$ cat src/rtl/icd_pkg.sv
package icd_pkg;
    localparam int BUS_W   = 15;
    localparam int ADDR_W  = 43;
    localparam int CODE_W  = 5;
    localparam int FLAG_W  = 3;
    localparam int ID_W    = 4;
    localparam int TYPE_BIT = BUS_W - 1;

    typedef enum logic [2:0] {
        ST_IDLE, ST_PRB2, ST_PRB3, ST_PRB4, ST_DM2
    } icd_state_e;

    typedef enum logic [2:0] {
        SL_NONE, SL_P1, SL_P2, SL_P3, SL_P4, SL_D1, SL_D2
    } slice_e;

    typedef struct packed {
        logic              is_probe;
        logic [CODE_W-1:0] probe_code;
        logic [ADDR_W-1:0] addr;
        logic [CODE_W-1:0] dm_code;
        logic [FLAG_W-1:0] flags;
        logic [ID_W-1:0]   id;
        logic              tail;
    } cmd_rec_t;
endpackage

$ cat src/rtl/icd_bus_in.sv
module icd_bus_in
    import icd_pkg::*;
(
    input  logic [BUS_W-1:0] bus_n,
    output logic [BUS_W-1:0] slice_d,
    output logic             type_bit
);
    assign slice_d  = ~bus_n;
    assign type_bit = slice_d[TYPE_BIT];
endmodule

$ cat src/rtl/icd_seq_fsm.sv
module icd_seq_fsm
    import icd_pkg::*;
(
    input  logic       clk,
    input  logic       rst_n,
    input  logic       start,
    input  logic       type_bit,
    output slice_e     slice,
    output logic       last,
    output icd_state_e state
);
    icd_state_e nxt;

    always_ff @(posedge clk) begin
        if (!rst_n) state <= ST_IDLE;
        else        state <= nxt;
    end

    always_comb begin
        nxt = state;
        unique case (state)
            ST_IDLE: if (start) nxt = type_bit ? ST_PRB2 : ST_DM2;
            ST_PRB2: nxt = ST_PRB3;
            ST_PRB3: nxt = ST_PRB4;
            ST_PRB4: nxt = ST_IDLE;
            ST_DM2:  nxt = ST_IDLE;
            default: nxt = ST_IDLE;
        endcase
    end

    always_comb begin
        slice = SL_NONE;
        last  = 1'b0;
        unique case (state)
            ST_IDLE: if (start) slice = type_bit ? SL_P1 : SL_D1;
            ST_PRB2: slice = SL_P2;
            ST_PRB3: slice = SL_P3;
            ST_PRB4: begin slice = SL_P4; last = 1'b1; end
            ST_DM2:  begin slice = SL_D2; last = 1'b1; end
            default: slice = SL_NONE;
        endcase
    end

    p_prb2_step_r2: assert property (@(posedge clk) disable iff (!rst_n)
        state == ST_PRB2 |=> state == ST_PRB3);
    p_prb3_step_r2: assert property (@(posedge clk) disable iff (!rst_n)
        state == ST_PRB3 |=> state == ST_PRB4);
    p_prb4_close_r9: assert property (@(posedge clk) disable iff (!rst_n)
        state == ST_PRB4 |=> state != ST_PRB3 && state != ST_PRB4);
    p_dm_close_r3: assert property (@(posedge clk) disable iff (!rst_n)
        state == ST_DM2 |=> state != ST_PRB3 && state != ST_PRB4 && state != ST_DM2);
    p_idle_hold_r10: assert property (@(posedge clk) disable iff (!rst_n)
        state == ST_IDLE && !start |=> state == ST_IDLE);
endmodule

$ cat src/rtl/icd_field_asm.sv
module icd_field_asm
    import icd_pkg::*;
#(
    parameter bit EXT_LINES = 1'b1
) (
    input  logic             clk,
    input  logic             rst_n,
    input  slice_e           slice,
    input  logic             last,
    input  logic [BUS_W-1:0] d,
    output cmd_rec_t         rec,
    output logic             rec_valid
);
    cmd_rec_t work, nxt_work;
    logic [1:0] lo;

    generate
        if (EXT_LINES) begin : g_ext
            assign lo = d[1:0];
        end else begin : g_noext
            assign lo = 2'b00;
        end
    endgenerate

    always_comb begin
        nxt_work = work;
        unique case (slice)
            SL_P1: begin
                nxt_work            = '0;
                nxt_work.is_probe   = 1'b1;
                nxt_work.probe_code = d[13:9];
                nxt_work.addr[34:28] = d[8:2];
                nxt_work.addr[36]   = lo[1];
                nxt_work.addr[38]   = lo[0];
            end
            SL_P2: begin
                nxt_work.addr[27:22] = d[14:9];
                nxt_work.addr[12:6]  = d[8:2];
                nxt_work.addr[35]    = lo[1];
                nxt_work.addr[37]    = lo[0];
            end
            SL_P3: begin
                nxt_work.dm_code  = d[13:9];
                nxt_work.flags    = d[8:6];
                nxt_work.id       = d[5:2];
                nxt_work.addr[40] = lo[1];
                nxt_work.addr[42] = lo[0];
            end
            SL_P4: begin
                nxt_work.tail        = d[14];
                nxt_work.addr[21:13] = d[13:5];
                nxt_work.addr[5:3]   = d[4:2];
                nxt_work.addr[39]    = lo[1];
                nxt_work.addr[41]    = lo[0];
            end
            SL_D1: begin
                nxt_work         = '0;
                nxt_work.dm_code = d[13:9];
                nxt_work.flags   = d[8:6];
                nxt_work.id      = d[5:2];
            end
            SL_D2:   nxt_work.tail = d[14];
            default: nxt_work = work;
        endcase
    end

    always_ff @(posedge clk) begin
        if (!rst_n) begin
            work      <= '0;
            rec       <= '0;
            rec_valid <= 1'b0;
        end else begin
            work      <= nxt_work;
            rec_valid <= last;
            if (last) rec <= nxt_work;
        end
    end

    p_addr_align_r8: assert property (@(posedge clk) disable iff (!rst_n)
        rec_valid |-> rec.addr[2:0] == 3'b000);
    p_dm_clean_r3: assert property (@(posedge clk) disable iff (!rst_n)
        rec_valid && !rec.is_probe |-> rec.addr == '0 && rec.probe_code == '0);
    p_pulse_r11: assert property (@(posedge clk) disable iff (!rst_n)
        rec_valid |=> !rec_valid);
    p_hold_r11: assert property (@(posedge clk) disable iff (!rst_n)
        !rec_valid |-> $stable(rec));

    generate
        if (!EXT_LINES) begin : g_chk_noext
            p_noext_zero_r7: assert property (@(posedge clk) disable iff (!rst_n)
                rec.addr[42:35] == 8'h00);
        end
    endgenerate
endmodule

$ cat src/rtl/inbound_cmd_deser.sv
module inbound_cmd_deser
    import icd_pkg::*;
#(
    parameter bit EXT_LINES = 1'b1
) (
    input  logic        clk,
    input  logic        rst_n,
    input  logic        cmd_start,
    input  logic [14:0] cmd_bus_n,
    output logic        rec_valid,
    output logic        rec_is_probe,
    output logic [4:0]  rec_probe_code,
    output logic [42:0] rec_addr,
    output logic [4:0]  rec_dm_code,
    output logic [2:0]  rec_flags,
    output logic [3:0]  rec_id,
    output logic        rec_tail_flag
);
    logic [BUS_W-1:0] slice_d;
    logic             type_bit;
    slice_e           slice;
    logic             last;
    icd_state_e       state;
    cmd_rec_t         rec;

    icd_bus_in u_in (
        .bus_n    (cmd_bus_n),
        .slice_d  (slice_d),
        .type_bit (type_bit)
    );

    icd_seq_fsm u_fsm (
        .clk      (clk),
        .rst_n    (rst_n),
        .start    (cmd_start),
        .type_bit (type_bit),
        .slice    (slice),
        .last     (last),
        .state    (state)
    );

    icd_field_asm #(.EXT_LINES(EXT_LINES)) u_asm (
        .clk       (clk),
        .rst_n     (rst_n),
        .slice     (slice),
        .last      (last),
        .d         (slice_d),
        .rec       (rec),
        .rec_valid (rec_valid)
    );

    assign rec_is_probe   = rec.is_probe;
    assign rec_probe_code = rec.probe_code;
    assign rec_addr       = rec.addr;
    assign rec_dm_code    = rec.dm_code;
    assign rec_flags      = rec.flags;
    assign rec_id         = rec.id;
    assign rec_tail_flag  = rec.tail;

    p_valid_after_last_r2: assert property (@(posedge clk) disable iff (!rst_n)
        last |=> rec_valid);
    p_reset_idle_r1: assert property (@(posedge clk)
        !rst_n |=> state == ST_IDLE && !rec_valid);
endmodule

$ cat config.mk
export PLATFORM = sky130hd
export DESIGN_NAME = inbound_cmd_deser
export DESIGN_NICKNAME = d
export VERILOG_FILES = /design/src/rtl/icd_pkg.sv /design/src/rtl/icd_bus_in.sv /design/src/rtl/icd_seq_fsm.sv /design/src/rtl/icd_field_asm.sv /design/src/rtl/inbound_cmd_deser.sv
export SDC_FILE = /design/constraint.sdc
export NUM_CORES = 1
export LEC_CHECK = 0
export BUFFER_PORTS_ARGS = -buffer_cell sky130_fd_sc_hd__buf_2
export CORE_MARGIN = 1.5
export CORE_UTILIZATION = 50
export CTS_BUF_LIST = sky130_fd_sc_hd__clkbuf_8
export DETAILED_ROUTE_END_ITERATION = 8
export PLACE_DENSITY = 0.72
export SLEW_MARGIN = 10
export SYNTH_ARGS = -nofsm -noshare
export SYNTH_HDL_FRONTEND = slang
export SYNTH_HIERARCHICAL = 1
export SYNTH_SLANG_ARGS = --single-unit
$ cat constraint.sdc
create_clock -name clk -period 2.1 [get_ports clk]
set_input_delay 0.42 -clock clk [delete_from_list [all_inputs] [get_ports clk]]
set_output_delay 0.42 -clock clk [all_outputs]
set_load 0.02 [all_outputs]
==> results of run 1 <==
==> kinds of logic (layout without fill, tap and decap cells) <==
family,after synthesis,count (layout),synth area share [%]
xor gates and xnor gates,1,1,0.168
DFF,128,128,49.2
buffers and inverters,72,148,7.01
AOI/OAI and AO/OA,213,213,27.6
and+or+nand+nor,129,129,15.9
muxes,1,1,0.192
==> worst reg2reg max path, cell delays in order (launching register included) <==
cell and delay (ns):
dfxtp_1 0.42, nor2_1 0.09, nand2_1 0.17, o21ai_4 0.11, buf_4 0.20, buf_4 0.20, and4bb_2 0.25, a211oi_2 0.28
a21oi_1 0.12
==> cells in the final DEF, fill, tap and decap left out, drive strengths merged <==
master / n
dfxtp: 128
nand2b: 16
buf: 100
nand3b: 1
nor3b: 4
nor4bb: 10
clkinv: 5
o21bai: 1
o211a: 15
o21ai: 61
mux2i: 1
a21oi: 66
xnor2: 1
clkbuf: 21
inv: 17
and3b: 1
nor2b: 2
and2: 2
a31oi: 12
a211oi: 15
bufinv: 4
and4bb: 19
a22oi: 16
a41oi: 12
a32oi: 12
clkinvlp: 1
nand3: 4
o21a: 2
nor2: 51
nand2: 16
a21bo: 1
and3: 3
==> metrics by stage <==
stage / setup slack (ns) / setup TNS, ns / hold WS, ns / total power, W / instances
2_1_floorplan: 0.374 / 0 / 0.444 / 0.00352 / 544
3_3_place_gp: -0.0675 / -0.826 / 0.457 / 0.00376 / 723
3_5_place_dp: -0.111 / -1.49 / 0.462 / 0.00379 / 723
4_1_cts: 0.00482 / 0 / 0.236 / 0.00611 / 755
5_1_grt: 0.0212 / 0 / 0.257 / 0.00637 / 756
6_report: 0.142 / 0 / 0.267 / 0.00611 / 756
==> area by class of cell <==
| cell class | count | share of cell area, % |
|---|---|---|
| clock buffer | 21 | 4.69 |
| clock inverter | 11 | 2.60 |
| multi-input combinational | 344 | 37.7 |
| sequential | 128 | 41.6 |
| timing repair buffer | 100 | 9.74 |
| inverter | 16 | 0.974 |
| tap | 136 | 2.76 |
==> state kept, by name, indices dropped and copies added, names as in the netlist <==
register	cells
u_fsm/state	3
u_asm/rec	62
u_asm/work	62
u_asm/rec_valid	1
==> power groups by stage <==
stage / logic [W] / clock network (W) / registers, W
after global placement: 0.00104 / 0 / 0.00273
after detailed placement: 0.00106 / 0 / 0.00273
after CTS: 0.00107 / 0.00236 / 0.00268
after global routing: 0.00119 / 0.00249 / 0.00270
after floorplan: 0.000700 / 0 / 0.00282
final: 0.00109 / 0.00234 / 0.00268
==> per-layer routing <==
layer | track usage [%] | vias up
met5 | 0 | -
met4 | 8.90 | 0
met3 | 6.18 | 18
met2 | 37.3 | 159
met1 | 33.5 | 2076
li1 | - | 2110
==> repair_timing <==
action | CTS | global route
endpoints found under the setup margin | 9 | 58
resized for setup | 1 | 4
hold buffers | 0 | 0
setup buffers | 0 | 1
pin swaps | 1 | 2
==> final timing paths <==
check	slack [ns]	endpoint	start	cells past startpoint
setup / recovery	0.14	u_asm/rec[25]$_SDFFE_PN0P_	u_fsm/state[0]$_SDFFE_PN0P_	8
hold / removal	0.27	u_fsm/state[0]$_SDFFE_PN0P_	cmd_start	3
setup reg to reg	0.14	u_asm/rec[25]$_SDFFE_PN0P_	u_fsm/state[0]$_SDFFE_PN0P_	8
hold reg to reg	0.47	u_asm/rec[13]$_SDFFE_PN0P_	u_asm/rec[13]$_SDFFE_PN0P_	2
==> reports/qor.yml, run 1 <==
outcome:
  status: "finished, final reports clean"
yosys:
  synthCells: 544
  synth_seq_cells: 128
  yosysUniqueCellTypes: 38
  synth_area_leader_cell: "dfxtp_1"
  avgSynthCellArea_um2: 9.58
  synth_nets: 562
  netlist_area_um2: 5210
  async_flop_share_pct: 0
  ys_top_cells_by_area: "dfxtp_1 49%, a21oi_1 6.0%, o21ai_0 5.8%"
  synthTopCellsByCount: "128 x dfxtp_1, 62 x a21oi_1, 60 x o21ai_0"
  synth-edff-count: 0
  ys_seq_area_share_pct: 49.2
  yosys_warnings: 6
  synth_top_area_share_pct: 49.2
  synth_ff_type: "dfxtp_1"
  synth.most_common_cell: "dfxtp_1"
route:
  antenna_left: 0
  vias: 4363
  vias_per_cell: 5.77
  met1Wirelength_um: 5800
  routedWlPerCell_um: 17.1
  wl_met3_um: 948
  highest_layer: "met4"
  first_iter_violations: 345
  dr_wl_met2_um: 5950
  drcViolationCount: 0
  routed_wl_um: 12900
  dr.pass1.iters: 5
finish:
  drive_gt1_share_pct: 28.4
  fillers: 886
  area_delta_synth_final_pct: 18.3
  seq_area_um2: 2560
  diodes: 0
  design_area_um2: 6170
  multi_input_area_um2: 2320
  final_util_pct: 60.3
  fin_nets: 625
global_routing:
  grt_pass1_vias: 4105
  grt_pass1_wl_um: 21200
  track_usage_pct: 24.5
  antenna_found_initial: 0
  grt_overflow_total: 0
  grt_max_degree: 57
clock_tree:
  cts_buffer_depth: 2
  cts_tree: "built"
  clock_latency_ns: 0.43
  cts_sinks: 128
  cts_made_buffers: 17
  clk_pin_slew_ns: 0.07
  root_buffer: "clkbuf_8"
  h-tree-depth: 4
worst_setup_path:
  slowest_delay_ns: 0.42
  crit_path_max_fanout: 16
  crit_chain: "nor2_1, nand2_1, o21ai_4, buf_4, buf_4, and4bb_2, a211oi_2, a21oi_1"
  timing_worst_setup_path_type: "flip-flop to flip-flop"
  cp.buffers_inverters: 2
  crit_required_ns: 2.41
  slowest_stage: "dfxtp_1"
  setup.worst_path.start_class: "flip-flop"
  cp-end-kind: "flip-flop"
  worstPathArrival_ns: 2.26
  critical_path.top_delay_family: "simple AND/OR/NAND/NOR gates"
  cpMostUsedCell: "buf_4"
power:
  p_int_w: 0.00440
  ir_worst_vdd_mv: 0.551
  combPwrFrac_pct: 17.8
  switching_share_pct: 28.0
  power_frac_seq_pct: 43.9
  clockPowerShare_pct: 38.3
  p_sw_w: 0.00171
  p_leak_nw: 2.69
  p_per_area_nw_per_um2: 991
floorplan:
  die_h_um: 105
  dieArea_um2: 11000
  num_rows: 37
  start_util_pct: 50.9
  core_um2: 10200
  die_x_um: 105
  pin_count: 81
place:
  numPortBuffers: 80
  place_congestion: 0.780
  dpl.hpwl_um: 8420
  placed_area_um2: 5680
hold_path:
  hold_path.class: "primary input to flip-flop"
timing:
  finalMaxSlewViolations: 0
  clock_skew_ns: 0.00697
  min_period_ns: 1.96
  worst_pin_slew_ns: 0.614
  fmax_mhz: 511
  slew_headroom_pct: 59.0
  finalSetupViolations: 0
  fin_crit_sh_pct: 93.2
  hold_viol: 0
  rsz0062_at_grt: "no"
run:
  drv_cap: 0
No activity file was read; power rests on OpenSTA's default activity.
==> inputs of run 2 (changes only) <==
clock period = 2.4 ns   (was 2.1 ns; I/O delays follow)
==> run 2 against run 1 <==
Clock skew rose by 0.0041 ns. Utilization down 1.0 points. Largest cell class unchanged. Highest routed layer unchanged. Largest power group unchanged. Sequential power is 13% lower. Combinational power decreased by 16%. Setup slack better by 0.20 ns. Die area is the same. Register-to-register slack better by 0.20 ns. Routed wire length increased by 0.23%.
==> reports/qor.yml, run 2 (synthesized netlist as in run 1, its figures left out) <==
global_routing:
  antenna_found_initial: 1  # was 0
  track_usage_pct: 23.6  # was 24.5%
  grt_pass1_vias: 4055  # was 4105
  grt_pass1_wl_um: 20600  # was 21200 um
  grt_max_degree: 66  # was 57
  grt_overflow_total: 0  # unchanged
route:
  first_iter_violations: 308  # was 345
  routed_wl_um: 12900  # about the same
  vias_per_cell: 5.83  # was 5.77
  antenna_left: 0  # unchanged
  dr.pass1.iters: 6  # was 5
  drcViolationCount: 0  # unchanged
  vias: 4384  # was 4363
  routedWlPerCell_um: 17.2  # was 17.1 um
timing:
  fin_crit_sh_pct: 85.8  # was 93.2%
  slew_headroom_pct: 51.2  # was 59.0%
  worst_pin_slew_ns: 0.732  # was 0.614 ns
  min_period_ns: 2.06  # was 1.96 ns
  rsz0062_at_grt: "no"  # unchanged
  fmax_mhz: 485  # was 511 MHz
  fin_ws_ns: 0.340  # was 0.142 ns
  clock_skew_ns: 0.0111  # was 0.00697 ns
  finalSetupViolations: 0  # unchanged
  finalMaxSlewViolations: 0  # unchanged
  tns_ns: 0  # unchanged
  hold_viol: 0  # unchanged
run:
  drv_cap: 0  # unchanged
power:
  p_per_area_nw_per_um2: 865  # was 991 nW/um2
  ir_worst_vdd_mv: 0.451  # was 0.551 mV
  p_leak_nw: 2.63  # was 2.69 nW
  p_total_w: 0.00524  # was 0.00611 W
clock_tree:
  clk_pin_slew_ns: 0.08  # was 0.07 ns
  h-tree-depth: 4  # unchanged
  cts_setup_buffers: 0  # unchanged
  clock_latency_ns: 0.43  # about the same
  cts_made_buffers: 17  # unchanged
  root_buffer: "clkbuf_8"  # unchanged
  post_cts_resize_count: 0  # was 1
  cts_sinks: 128  # unchanged
  postCtsHoldBufs: 0  # unchanged
  cts_tree: "built"  # unchanged
  cts_buffer_depth: 2  # unchanged
finish:
  area_delta_synth_final_pct: 16.3  # was 18.3%
  drive_gt1_share_pct: 27.5  # was 28.4%
  fin_nets: 620  # was 625
  reg.largest.list: "u_asm/rec (62), u_asm/work (62), u_fsm/state (3)"  # unchanged
  final_common_cell: "dfxtp_1"  # unchanged
  fillers: 916  # was 886
  final_cell_mix: "128 x dfxtp_1, 80 x buf_2, 62 x a21oi_1"  # was 127 x dfxtp_1, 80 x buf_2, 62 x a21oi_1
  design_area_um2: 6060  # was 6170 um2
worst_setup_path:
  r2r_cells: 6  # was 8
  setup.worst_path.start_class: "flip-flop"  # unchanged
  timing.rr.end: "u_asm/rec[35]$_SDFFE_PN0P_"  # was u_asm/rec[25]$_SDFFE_PN0P_
  crit_path_max_fanout: 32  # was 16
  timing_worst_setup_path_type: "flip-flop to flip-flop"  # unchanged
  crit_required_ns: 2.70  # was 2.41 ns
  reg2reg_slack_ns: 0.34  # was 0.14 ns
  rr_startpoint: "u_fsm/state[2]$_SDFFE_PN0P_"  # was u_fsm/state[0]$_SDFFE_PN0P_
  worstPathArrival_ns: 2.36  # was 2.26 ns
  slowest_stage: "dfxtp_1"  # unchanged
  slowest_delay_ns: 0.39  # was 0.42 ns
  crit_chain: "nor2_1, o21a_4, buf_4, nor4bb_1, a211oi_2, a21oi_1"  # was nor2_1, nand2_1, o21ai_4, buf_4, buf_4, and4bb_2, a211oi_2, a21oi_1
  cp-end-kind: "flip-flop"  # unchanged
hold_path:
  hold_depth: 3  # unchanged
  min_from: "cmd_start"  # unchanged
  hold_end: "u_fsm/state[0]$_SDFFE_PN0P_"  # unchanged
  hold_path.class: "primary input to flip-flop"  # unchanged
place:
  dpl.hpwl_um: 8150  # was 8420 um
  place_congestion: 0.753  # was 0.780
  dp_slack_ns: 0.107  # was -0.111 ns
  placed_area_um2: 5620  # was 5680 um2
  numPortBuffers: 80  # unchanged
floorplan:
  pin_count: 81  # unchanged
  core_um2: 10200  # unchanged
  num_rows: 37  # unchanged
  die_x_um: 105  # unchanged
  dieArea_um2: 11000  # unchanged
  start_util_pct: 50.9  # unchanged
  die_h_um: 105  # unchanged
outcome:
  status: "finished, final reports clean"  # unchanged
[run 2: cell count changes in the layout (fill, tap and decap cells not counted), sizes merged]
cell and change:
bufinv -1, clkbuf -3, diode +1, inv +3, buf -5, clkinvlp +1
[run 2: worst max path at each step]
stage / start / depth (start not counted) / endpoint
after floorplan: cmd_start / 8 / u_asm/rec[50]$_SDFFE_PN0P_
after global placement: cmd_bus_n[14] / 8 / u_asm/rec[2]$_SDFFE_PN0P_
after detailed placement: cmd_bus_n[14] / 8 / u_asm/rec[5]$_SDFFE_PN0P_
after CTS: u_fsm/state[1]$_SDFFE_PN0P_ / 5 / u_asm/rec[5]$_SDFFE_PN0P_
after global routing: u_fsm/state[1]$_SDFFE_PN0P_ / 5 / u_asm/rec[4]$_SDFFE_PN0P_
final: u_fsm/state[2]$_SDFFE_PN0P_ / 6 / u_asm/rec[35]$_SDFFE_PN0P_
[run 2: power breakdown]
group	switching [W]	internal, W
Clock	0.000908	0.00107
Sequential	0.0000724	0.00227
Combinational	0.000605	0.000316
Total	0.00158	0.00366
[run 2: through the flow]
stage          hold slack (ns)  util (%)  cells
6_report                 0.325      59.3    752
5_1_grt                  0.306      59.2    751
3_5_place_dp             0.465      55.0    719
4_1_cts                  0.289      59.1    751
2_1_floorplan            0.444         -    544
3_3_place_gp             0.456      55.0    719
[run 2: final cells by class]
cell class	instances	area, um2	area share [%]
Clock buffer	18	248	4.09
Clock inverter	14	180	2.97
Antenna cell	1	2.50	0.0413
Inverter	16	60.1	0.991
Sequential cell	128	2560	42.3
Timing Repair Buffer	95	526	8.67
Multi-Input combinational cell	344	2310	38.2
Tap cell	136	170	2.81
[run 2: per-layer routing]
metal,global-route usage (%),wire length [um],vias up
met2,36.9,5890,192
met4,8.41,196,0
li1,-,-,2103
met5,0,0,-
met1,31.3,5840,2070
met3,6.49,998,19
[run 2: worst max-delay path, delay by kind of cell, from the launching register on]
family	cells	cell delay [ns]
AO/OA/AOI/OAI	3	0.80
flip-flops	1	0.39
buffers and inverters	1	0.37
AND/OR/NAND/NOR	2	0.33
